<file path="src/rtl/psr_pkg.sv">
package psr_pkg;
    localparam int SR_W  = 16;
    localparam int IPL_W = 3;

    typedef enum logic [1:0] {
        CLS_ADD   = 2'd0,
        CLS_SUB   = 2'd1,
        CLS_LOGIC = 2'd2,
        CLS_MOVE  = 2'd3
    } alu_cls_e;

    typedef enum logic [1:0] {
        SZ_BYTE = 2'd0,
        SZ_WORD = 2'd1,
        SZ_LONG = 2'd2,
        SZ_LALT = 2'd3
    } opsz_e;

    typedef struct packed {
        logic x;
        logic n;
        logic z;
        logic v;
        logic c;
    } ccr_t;

    typedef struct packed {
        logic [1:0]       trc;
        logic             sup;
        logic [IPL_W-1:0] ipl;
    } sysb_t;

    localparam sysb_t SYS_RESET = '{trc: 2'b00, sup: 1'b1, ipl: 3'b111};

    function automatic logic [SR_W-1:0] sr_pack(sysb_t s, ccr_t c);
        return {s.trc, s.sup, 2'b00, s.ipl, 3'b000, c};
    endfunction

    function automatic sysb_t sys_from(logic [SR_W-1:0] w);
        sysb_t s;
        s.trc = w[15:14];
        s.sup = w[13];
        s.ipl = w[10:8];
        return s;
    endfunction

    function automatic ccr_t ccr_from(logic [SR_W-1:0] w);
        return ccr_t'(w[4:0]);
    endfunction

    function automatic logic is_arith(alu_cls_e k);
        return (k == CLS_ADD) || (k == CLS_SUB);
    endfunction
endpackage

</file>
<file path="src/rtl/psr_ccr_eval.sv">
module psr_ccr_eval
    import psr_pkg::*;
#(
    parameter int DATA_W = 32
) (
    input  alu_cls_e          cls,
    input  opsz_e             size,
    input  logic [DATA_W-1:0] a,
    input  logic [DATA_W-1:0] b,
    input  logic [DATA_W-1:0] r,
    input  logic              cout,
    input  logic              x_prev,
    output ccr_t              flags
);
    localparam int BYTE_W = DATA_W / 4;
    localparam int N_SZ   = 3;

    logic [N_SZ-1:0] a_top_v, b_top_v, r_top_v, r_zero_v;

    generate
        for (genvar g = 0; g < N_SZ; g++) begin : g_size
            localparam int W = BYTE_W << g;
            assign a_top_v[g]  = a[W-1];
            assign b_top_v[g]  = b[W-1];
            assign r_top_v[g]  = r[W-1];
            assign r_zero_v[g] = ~|r[W-1:0];
        end
    endgenerate

    logic unused_opnd;
    assign unused_opnd = ^{a, b};

    logic [1:0] sel;
    always_comb begin
        case (size)
            SZ_BYTE: sel = 2'd0;
            SZ_WORD: sel = 2'd1;
            default: sel = 2'd2;
        endcase
    end

    logic a_top, b_top, r_top;
    assign a_top = a_top_v[sel];
    assign b_top = b_top_v[sel];
    assign r_top = r_top_v[sel];

    always_comb begin
        flags.n = r_top;
        flags.z = r_zero_v[sel];
        case (cls)
            CLS_ADD: begin
                flags.v = (a_top == b_top) && (r_top != a_top);
                flags.c = cout;
            end
            CLS_SUB: begin
                flags.v = (a_top != b_top) && (r_top != a_top);
                flags.c = ~cout;
            end
            default: begin
                flags.v = 1'b0;
                flags.c = 1'b0;
            end
        endcase
        flags.x = is_arith(cls) ? flags.c : x_prev;
    end
endmodule

</file>
<file path="src/rtl/psr_irq_gate.sv">
module psr_irq_gate #(
    parameter int IPL_W = 3
) (
    input  logic [IPL_W-1:0] level,
    input  logic [IPL_W-1:0] mask,
    output logic             accept
);
    logic nmi;
    assign nmi    = &level;
    assign accept = nmi | (level > mask);
endmodule

</file>
<file path="src/rtl/psr_unit.sv">
module psr_unit
    import psr_pkg::*;
#(
    parameter int DATA_W = 32
) (
    input  logic              clk,
    input  logic              rst,
    input  logic              alu_valid,
    input  logic [1:0]        alu_cls,
    input  logic [1:0]        alu_size,
    input  logic [DATA_W-1:0] opnd_a,
    input  logic [DATA_W-1:0] opnd_b,
    input  logic [DATA_W-1:0] alu_res,
    input  logic              alu_cout,
    input  logic              wr_en,
    input  logic [15:0]       wr_data,
    input  logic              insn_done,
    input  logic [2:0]        irq_level,
    output logic [15:0]       sr,
    output logic              supervisor,
    output logic [2:0]        ipl_mask,
    output logic              trace_pend,
    output logic              irq_accept
);
    sysb_t sys_q;
    ccr_t  ccr_q;
    ccr_t  ccr_new;

    psr_ccr_eval #(.DATA_W(DATA_W)) u_ccr (
        .cls    (alu_cls_e'(alu_cls)),
        .size   (opsz_e'(alu_size)),
        .a      (opnd_a),
        .b      (opnd_b),
        .r      (alu_res),
        .cout   (alu_cout),
        .x_prev (ccr_q.x),
        .flags  (ccr_new)
    );

    always_ff @(posedge clk) begin
        if (rst) begin
            sys_q <= SYS_RESET;
            ccr_q <= '0;
        end else if (wr_en) begin
            ccr_q <= ccr_from(wr_data);
            if (sys_q.sup) begin
                sys_q <= sys_from(wr_data);
            end
        end else if (alu_valid) begin
            ccr_q <= ccr_new;
        end
    end

    psr_irq_gate #(.IPL_W(IPL_W)) u_irq (
        .level  (irq_level),
        .mask   (sys_q.ipl),
        .accept (irq_accept)
    );

    assign sr         = sr_pack(sys_q, ccr_q);
    assign supervisor = sys_q.sup;
    assign ipl_mask   = sys_q.ipl;
    assign trace_pend = insn_done & (|sys_q.trc);

    AST_RESET_STATE: assert property (@(posedge clk) disable iff (rst)
        $past(rst) |-> (sr == 16'h2700 && supervisor && ipl_mask == 3'd7));
    AST_RSVD_ZERO: assert property (@(posedge clk) disable iff (rst)
        wr_en |=> (sr[12:11] == 2'b00 && sr[7:5] == 3'b000));
    AST_NZ_EXCL: assert property (@(posedge clk) disable iff (rst)
        (alu_valid && !wr_en) |=> !(sr[3] && sr[2]));
    AST_X_KEEP: assert property (@(posedge clk) disable iff (rst)
        (alu_valid && !wr_en && alu_cls[1]) |=> $stable(sr[4]));
    AST_VC_CLEAR: assert property (@(posedge clk) disable iff (rst)
        (alu_valid && !wr_en && alu_cls[1]) |=> (sr[1:0] == 2'b00));
    AST_USER_LOCK: assert property (@(posedge clk) disable iff (rst)
        !supervisor |=> ($stable(sr[15:8]) && !supervisor));
    AST_WR_PRIO: assert property (@(posedge clk) disable iff (rst)
        (wr_en && supervisor) |=> (sr == ($past(wr_data) & 16'hE71F)));
    AST_NMI_TAKEN: assert property (@(posedge clk) disable iff (rst)
        (irq_level == 3'd7) |-> irq_accept);
    AST_TRACE_REQ: assert property (@(posedge clk) disable iff (rst)
        (insn_done && sr[15:14] != 2'b00) |-> trace_pend);
endmodule

</file>
<file path="config.mk">
export PLATFORM = sky130hd
export DESIGN_NAME = psr_unit
export DESIGN_NICKNAME = d
export VERILOG_FILES = /design/src/rtl/psr_pkg.sv /design/src/rtl/psr_ccr_eval.sv /design/src/rtl/psr_irq_gate.sv /design/src/rtl/psr_unit.sv
export SDC_FILE = /design/constraint.sdc
export NUM_CORES = 1
export LEC_CHECK = 0
export BUFFER_PORTS_ARGS = -buffer_cell sky130_fd_sc_hd__buf_2
export CELL_PAD_IN_SITES_DETAIL_PLACEMENT = 1
export CELL_PAD_IN_SITES_GLOBAL_PLACEMENT = 2
export CORE_MARGIN = 5
export CORE_UTILIZATION = 10
export DETAILED_ROUTE_END_ITERATION = 12
export PLACE_DENSITY_LB_ADDON = 0.1
export SETUP_SLACK_MARGIN = 0.4
export SYNTH_ARGS = -nofsm -noshare
export SYNTH_HDL_FRONTEND = slang
export SYNTH_SLANG_ARGS = --single-unit
</file>
<file path="constraint.sdc">
create_clock -name clk -period 1.5 [get_ports clk]
set_clock_uncertainty 0.1 [all_clocks]
set_input_delay 0.15 -clock clk [delete_from_list [all_inputs] [get_ports clk]]
set_output_delay 0.15 -clock clk [all_outputs]
set_load 0.02 [all_outputs]
</file>
==> impl_metrics.csv, run 1 <==
group,metric,value,unit
clock_network,htree_levels,1,
outcome,violations,"setup timing",
routing,totalWireLength,3310,um
pwr,vdd_drop_max,0.000132,V
placement,place_ws,-0.0217,ns
critical_path,rr_worst_depth,2,
sta,setup_slack,-0.251,ns
yosys,ys_top_cells_by_count,"11 x dfxtp_1, 10 x a21oi_1, 10 x buf_4",
cells_and_area,utilization,0.189,
grt,grt_pass1_vias,1118,
yosys,syn_inst,99,
critical_path,crit_type,"flip-flop to output port",
yosys,synth_top_area_share,0.280,
pwr,p_int,674,uW
critical_path,cp-end-kind,"output port",
clock_network,insertion_delay,0.24,ns
sta,finalCritPeriodShare,1.17,
pwr,cellPowerDensity,673,nW/um2
grt,grt_max_degree,17,
sta,finalSetupViolCount,1,
floorplan,rows,32,
sta,fin_crit,1.75,ns
cells_and_area,num_antenna_cells,0,
clock_network,cts_tree,"built",
yosys,synth_top_cell_by_area,"dfxtp_1",
yosys,yosysUniqueCellTypes,31,
critical_path,critPathSlowestCell,"dfxtp_4",
routing,viasPerCell,3.64,
critical_path,startpoint_type,"flip-flop",
routing,antenna_left,0,
critical_path,worstPathArrival,1.50,ns
pwr,seqPwrFrac,0.337,
critical_path,cp_max_fo,2,
clock_network,cts_root_buffer,"clkbuf_8",
clock_network,cts_sinks,11,
yosys,ys.flop_type,"dfxtp_1",
pwr,pwr-share-comb,0.356,
cells_and_area,layout-drive-gt1-share,0.601,
clock_network,hold_buffers,0,
sta,rsz0062_at_grt,"yes",
cells_and_area,area_growth_syn_to_layout,84.9,%
routing,drc,0,
routing,vias,1018,
sta,fmax,0.571,GHz
cells_and_area,nets,307,
yosys,ys_ff_latch,11,
floorplan,io_pins,147,
floorplan,coreArea,7690,um2
clock_network,clk_pin_slew,0.05,ns
yosys,synth_most_common_cell,"dfxtp_1",
floorplan,die_y,98.6,um
sta,finalHoldViolations,0,
yosys,async_flop_share,0,
pwr,p_sw,304,uW
yosys,syn_avg_cell_area,7.94,um2
pwr,pwr-share-clk,0.307,
routing,drt_iter0_drc,19,
routing,dr.pass1.iters,4,
yosys,synth_edf_count,0,
pwr,switching_share,0.311,
routing,wire_per_inst,11.8,um
critical_path,cp_cell_sequence,"inv_2 > ha_4 > a21o_1 > a21oi_2 > a31oi_1 > a31o_1 > buf_6",
yosys,ys_warn_count,0,
critical_path,required,1.25,ns
floorplan,chipWidth,98.6,um
critical_path,cp_slowest_stage_delay,0.34,ns
placement,numPortBuffers,78,
grt,antenna_found_initial,0,
job,maxCapViolCount,0,
pwr,leakage,0.687,nW
hold_path,min_path_type,"primary input to flip-flop",
yosys,ys_seq_area_frac,0.280,
clock_network,clock_path_buffers,2,
outcome,outcome,"finished, violations left",
yosys,synth_area,786,um2
floorplan,initial_core_util,0.102,
sta,slew_violations,0,
clock_network,cts_buffers,3,
floorplan,die-area,9730,um2
grt,grt_pass1_wl,5120,um
placement,routabilityCongestion,0.663,
yosys,synth_area_leaders,"dfxtp_1 28%, buf_4 9.6%, a21oi_1 6.4%, mux2i_1 6.4%, nor4_1 5.6%",
grt,grt_use_total,0.0655,
placement,dp_hpwl,2850,um
grt,gr-total-overflow,0,
hold_path,min_path_cells,3,
## flip-flops by register name, indices dropped and copies added, names as in the netlist
name and flops:
sr 7, ipl_mask 3, supervisor 1
## metal layers
layer	vias to the layer above	share of wire	GRT usage
li1	502	-	-
met1	450	0.42	0.0770
met2	64	0.46	0.108
met3	2	0.12	0.0269
met4	0	0.0045	0.0221
met5	-	0	0
## layout by cell type, fill, tap and decap left out, types with 2 or more instances in the layout
cell type | netlist | routed
nand4_1 | 2 | 2
dfxtp_1 | 11 | 5
a21o_1 | 2 | 2
mux2i_2 | 0 | 2
nor3b_1 | 3 | 3
nor4_2 | 0 | 3
nand3_1 | 2 | 2
mux2i_1 | 5 | 3
a21oi_1 | 10 | 9
dfxtp_2 | 0 | 4
dfxtp_4 | 0 | 2
o21ai_2 | 1 | 2
nor4_1 | 7 | 3
o21ai_0 | 2 | 2
nand2_1 | 8 | 7
a211o_1 | 3 | 3
inv_1 | 5 | 4
conb_1 | 1 | 5
clkbuf_8 | 0 | 3
ha_1 | 3 | 2
nor2_1 | 3 | 2
and3_1 | 3 | 3
buf_6 | 0 | 7
nand2b_1 | 4 | 4
buf_2 | 0 | 70
buf_4 | 10 | 6
## path summary, 6_finish.rpt
| path | start | to | slack, ns |
|---|---|---|---|
| hold / removal | wr_data[3] | sr[3] | 0.06 |
| setup / recovery | ipl_mask[1] | irq_accept | -0.25 |
| hold reg to reg | ipl_mask[2] | ipl_mask[2] | 0.39 |
| setup reg to reg | supervisor | ipl_mask[1] | 0.50 |
## critical path, delay by kind of cell (launching register included)
kind            cells  cell delay (ns)
compound gates      4             0.54
flops               1             0.34
buf+inv             2             0.19
fa+ha+maj           1             0.19
## through the flow
step | setup TNS [ns] | power, mW | instance area [um2] | cells | hold WS (ns)
2_1_floorplan | 0 | 0.511 | 821 | 103 | 0.144
3_3_place_gp | -0.00604 | 0.641 | 1270 | 273 | 0.300
3_5_place_dp | -0.0217 | 0.644 | 1270 | 273 | 0.305
4_1_cts | -0.257 | 0.977 | 1370 | 280 | 0.0533
5_1_grt | -0.327 | 1.05 | 1450 | 280 | 0.0656
6_report | -0.251 | 0.978 | 1450 | 280 | 0.0568
## power by group through the flow
stage                     combinational [mW]  sequential, mW  clock, mW
after floorplan                        0.154           0.357          0
after global placement                 0.304           0.337          0
after detailed placement               0.306           0.337          0
after CTS                              0.329           0.331      0.317
after global routing                   0.386           0.333      0.331
final                                  0.349           0.329      0.300
## logic make-up (layout without fill, tap and decap cells)
family,count (synthesis),count (layout),synth area share
buf+inv,17,92,0.129
mux,6,6,0.0780
flops,11,11,0.280
other cells,1,5,0.00477
compound gates,24,24,0.193
fa+ha+maj,3,3,0.0478
simple gates,35,35,0.245
xor+xnor,2,2,0.0223
## layout make-up
class / instances / area, um2
inverters: 5 / 18.8
clock buffers: 4 / 45.0
fillers: 960 / 6230
well taps: 102 / 128
repair buffers: 83 / 474
flip-flops and latches: 11 / 233
multi-input cells: 75 / 554
## timing repair
item,4_1_cts,5_1_grt
setup buffers,3,0
hold endpoints to repair,0,0
cloned,0,0
pin swaps,4,7
endpoints found under the setup margin,4,14
gates resized for setup,10,21
(Power assumes the default switching activity.)
==> run 2, diff against run 1 <==
- ABC_CLOCK_PERIOD_IN_PS: not set -> 1500
- CORE_UTILIZATION: 10 -> 11
- SYNTH_HIERARCHICAL: not set -> 1
==> run 2 against run 1 <==
Compared with the run above: the flow now finishes without violations; core utilization is 2.6 points higher; sequential power hardly changed; critical path depth is 2 lower; die area is 1.1% lower; setup slack better by 0.27 ns; clock power hardly changed; maximum frequency is 18% higher; flip-flop and latch count stayed put; synthesized cell count is 2.0% higher; synthesized area is 8.6% higher; critical path type unchanged; largest cell class unchanged; largest power group unchanged.
==> impl_metrics.csv, run 2 <==
group,metric,value,unit
clock_network,insertion_delay,0.23,ns
routing,dr.pass1.iters,4,
critical_path,rr_worst_depth,3,
clock_network,clk_pin_slew,0.05,ns
clock_network,htree_levels,1,
pwr,leakage,0.767,nW
critical_path,cp_max_fo,2,
routing,totalWireLength,3530,um
yosys,synth_area_leaders,"dfxtp_1 26%, mux2i_1 11%, buf_4 9.7%, nor4_1 5.9%, a211o_1 5.1%",
cells_and_area,fin_area,1640,um2
critical_path,required,1.25,ns
placement,numPortBuffers,78,
routing,drc,0,
critical_path,startpoint_type,"flip-flop",
routing,antenna_left,0,
grt,grt_pass1_wl,5710,um
floorplan,rows,32,
routing,drt_iter0_drc,10,
critical_path,rrSetupSlack,0.51,ns
sta,fmax,0.675,GHz
critical_path,r2r-start,"supervisor",
critical_path,worstPathArrival,1.23,ns
placement,place_ws,-0.138,ns
cells_and_area,num_antenna_cells,0,
cells_and_area,area_growth_syn_to_layout,92.4,%
grt,grt_use_total,0.0731,
yosys,synth_edf_count,0,
yosys,ys_seq_area_frac,0.258,
hold_path,min_path_type,"primary input to flip-flop",
cells_and_area,layout-drive-gt1-share,0.661,
routing,vias,1040,
clock_network,cts_buffers,3,
sta,finalCritPeriodShare,0.988,
yosys,syn_inst,101,
yosys,synth_top_area_share,0.258,
yosys,yosysUniqueCellTypes,31,
floorplan,die_y,98.1,um
job,maxCapViolCount,0,
placement,placed_area,1400,um2
yosys,ys_warn_count,6,
critical_path,critPathCapture,"irq_accept",
routing,wire_per_inst,12.4,um
grt,antenna_found_initial,0,
floorplan,die-area,9620,um2
sta,setup_slack,0.0183,ns
pwr,vdd_drop_max,0.000231,V
sta,fin_crit,1.48,ns
grt,gr-total-overflow,0,
placement,dp_hpwl,2990,um
critical_path,crit_type,"flip-flop to output port",
clock_network,cts_root_buffer,"clkbuf_8",
yosys,synth_area,853,um2
outcome,outcome,"finished clean",
cells_and_area,final_common_cell,"buf_2",
critical_path,cp-startpoint,"ipl_mask[1]",
clock_network,clock_path_buffers,2,
placement,routabilityCongestion,0.798,
yosys,ys.flop_type,"dfxtp_1",
yosys,synth_top_cell_by_area,"dfxtp_1",
cells_and_area,nets,312,
floorplan,chipWidth,98.1,um
yosys,async_flop_share,0,
critical_path,cp-end-kind,"output port",
sta,rsz0062_at_grt,"yes",
clock_network,cts_sinks,11,
sta,finalSetupViolCount,0,
cells_and_area,layout_common_cells,"65 x buf_2, 10 x buf_6, 10 x buf_4, 7 x mux2i_1, 6 x nor2b_1",
sta,slew_violations,0,
sta,finalHoldViolations,0,
cells_and_area,largest_reg_flops,7,
grt,grt_max_degree,16,
floorplan,coreArea,7650,um2
clock_network,cts_tree,"built",
floorplan,initial_core_util,0.112,
grt,grt_pass1_vias,1190,
yosys,ys_top_cells_by_count,"11 x buf_4, 11 x dfxtp_1, 9 x mux2i_1",
pwr,cellPowerDensity,638,nW/um2
yosys,syn_avg_cell_area,8.45,um2
critical_path,r2r-end,"sr[14]",
routing,viasPerCell,3.65,
floorplan,io_pins,147,
yosys,ys_ff_latch,11,
-- run 2: cell types whose count changed in the layout (fill, tap and decap cells not counted), moves of 3 or more --
cell      change
nand2b_1      -3
mux2i_1       +4
nand2_1       -3
a21oi_1       -7
a211oi_1      +5
buf_4         +4
nor3b_1       -3
nor2b_1       +6
buf_6         +3
buf_2         -5
-- run 2: final cells by class --
class | instances | area (um2)
Fill cell | 930 | 6010
Multi-Input combinational cell | 73 | 648
Timing Repair Buffer | 88 | 556
Sequential cell | 11 | 239
Tap cell | 102 | 128
Clock buffer | 4 | 45.0
Inverter | 7 | 26.3
-- run 2: cells by family (layout without fill, tap and decap cells) --
family          count (synthesis)  after routing  share of synthesized area
compound gates                 24             24                      0.217
xor+xnor                        1              1                     0.0103
fa+ha+maj                       3              3                     0.0440
buf+inv                        21             99                      0.151
flops                          11             11                      0.258
mux                            10             10                      0.119
other cells                     1              5                    0.00439
simple gates                   30             30                      0.196
-- run 2: power breakdown --
part / internal, mW / leakage, nW / switching [mW]
Clock: 0.187 / 0.0228 / 0.114
Combinational: 0.216 / 0.651 / 0.199
Sequential: 0.315 / 0.0927 / 0.0173
Total: 0.718 / 0.767 / 0.330
-- run 2: what timing repair did --
action | in CTS | in global routing
resized for setup | 23 | 18
setup buffers | 2 | 2
hold buffers | 0 | 0
setup endpoints to repair | 5 | 10
pin swaps | 5 | 6
-- run 2: worst min path at each step --
stage / from / endpoint / slack, ns / cells after the start
after floorplan: rst / ipl_mask[0] / 0.14 / 1
after global placement: wr_data[14] / sr[14] / 0.32 / 3
after detailed placement: wr_data[14] / sr[14] / 0.33 / 3
after CTS: wr_data[14] / sr[14] / 0.07 / 3
after global routing: wr_data[14] / sr[14] / 0.08 / 3
final: wr_data[14] / sr[14] / 0.08 / 3
-- run 2: critical path: stages (launching register included) --
cell	delay [ns]
dfxtp_4	0.34
inv_2	0.04
ha_4	0.21
a211oi_2	0.20
o21ai_2	0.08
buf_6	0.13
-- run 2: per-layer routing --
metal | vias up | GRT usage | share of wire
li1 | 519 | - | -
met1 | 466 | 0.0877 | 0.42
met2 | 53 | 0.123 | 0.47
met3 | 2 | 0.0293 | 0.10
met4 | 0 | 0.0160 | 0.0028
met5 | - | 0 | 0
-- run 2: per-stage QoR --
| stage | power, mW | std cells | hold WS (ns) | utilization | TNS [ns] |
|---|---|---|---|---|---|
| global placement | 0.678 | 277 | 0.321 | 0.183 | -0.0770 |
| floorplan | 0.544 | 105 | 0.144 | - | 0 |
| global route | 1.13 | 285 | 0.0776 | 0.215 | -0.0470 |
| detailed placement | 0.686 | 277 | 0.332 | 0.183 | -0.138 |
| finish | 1.05 | 285 | 0.0771 | 0.215 | 0 |
| CTS | 1.04 | 283 | 0.0691 | 0.202 | -0.0317 |
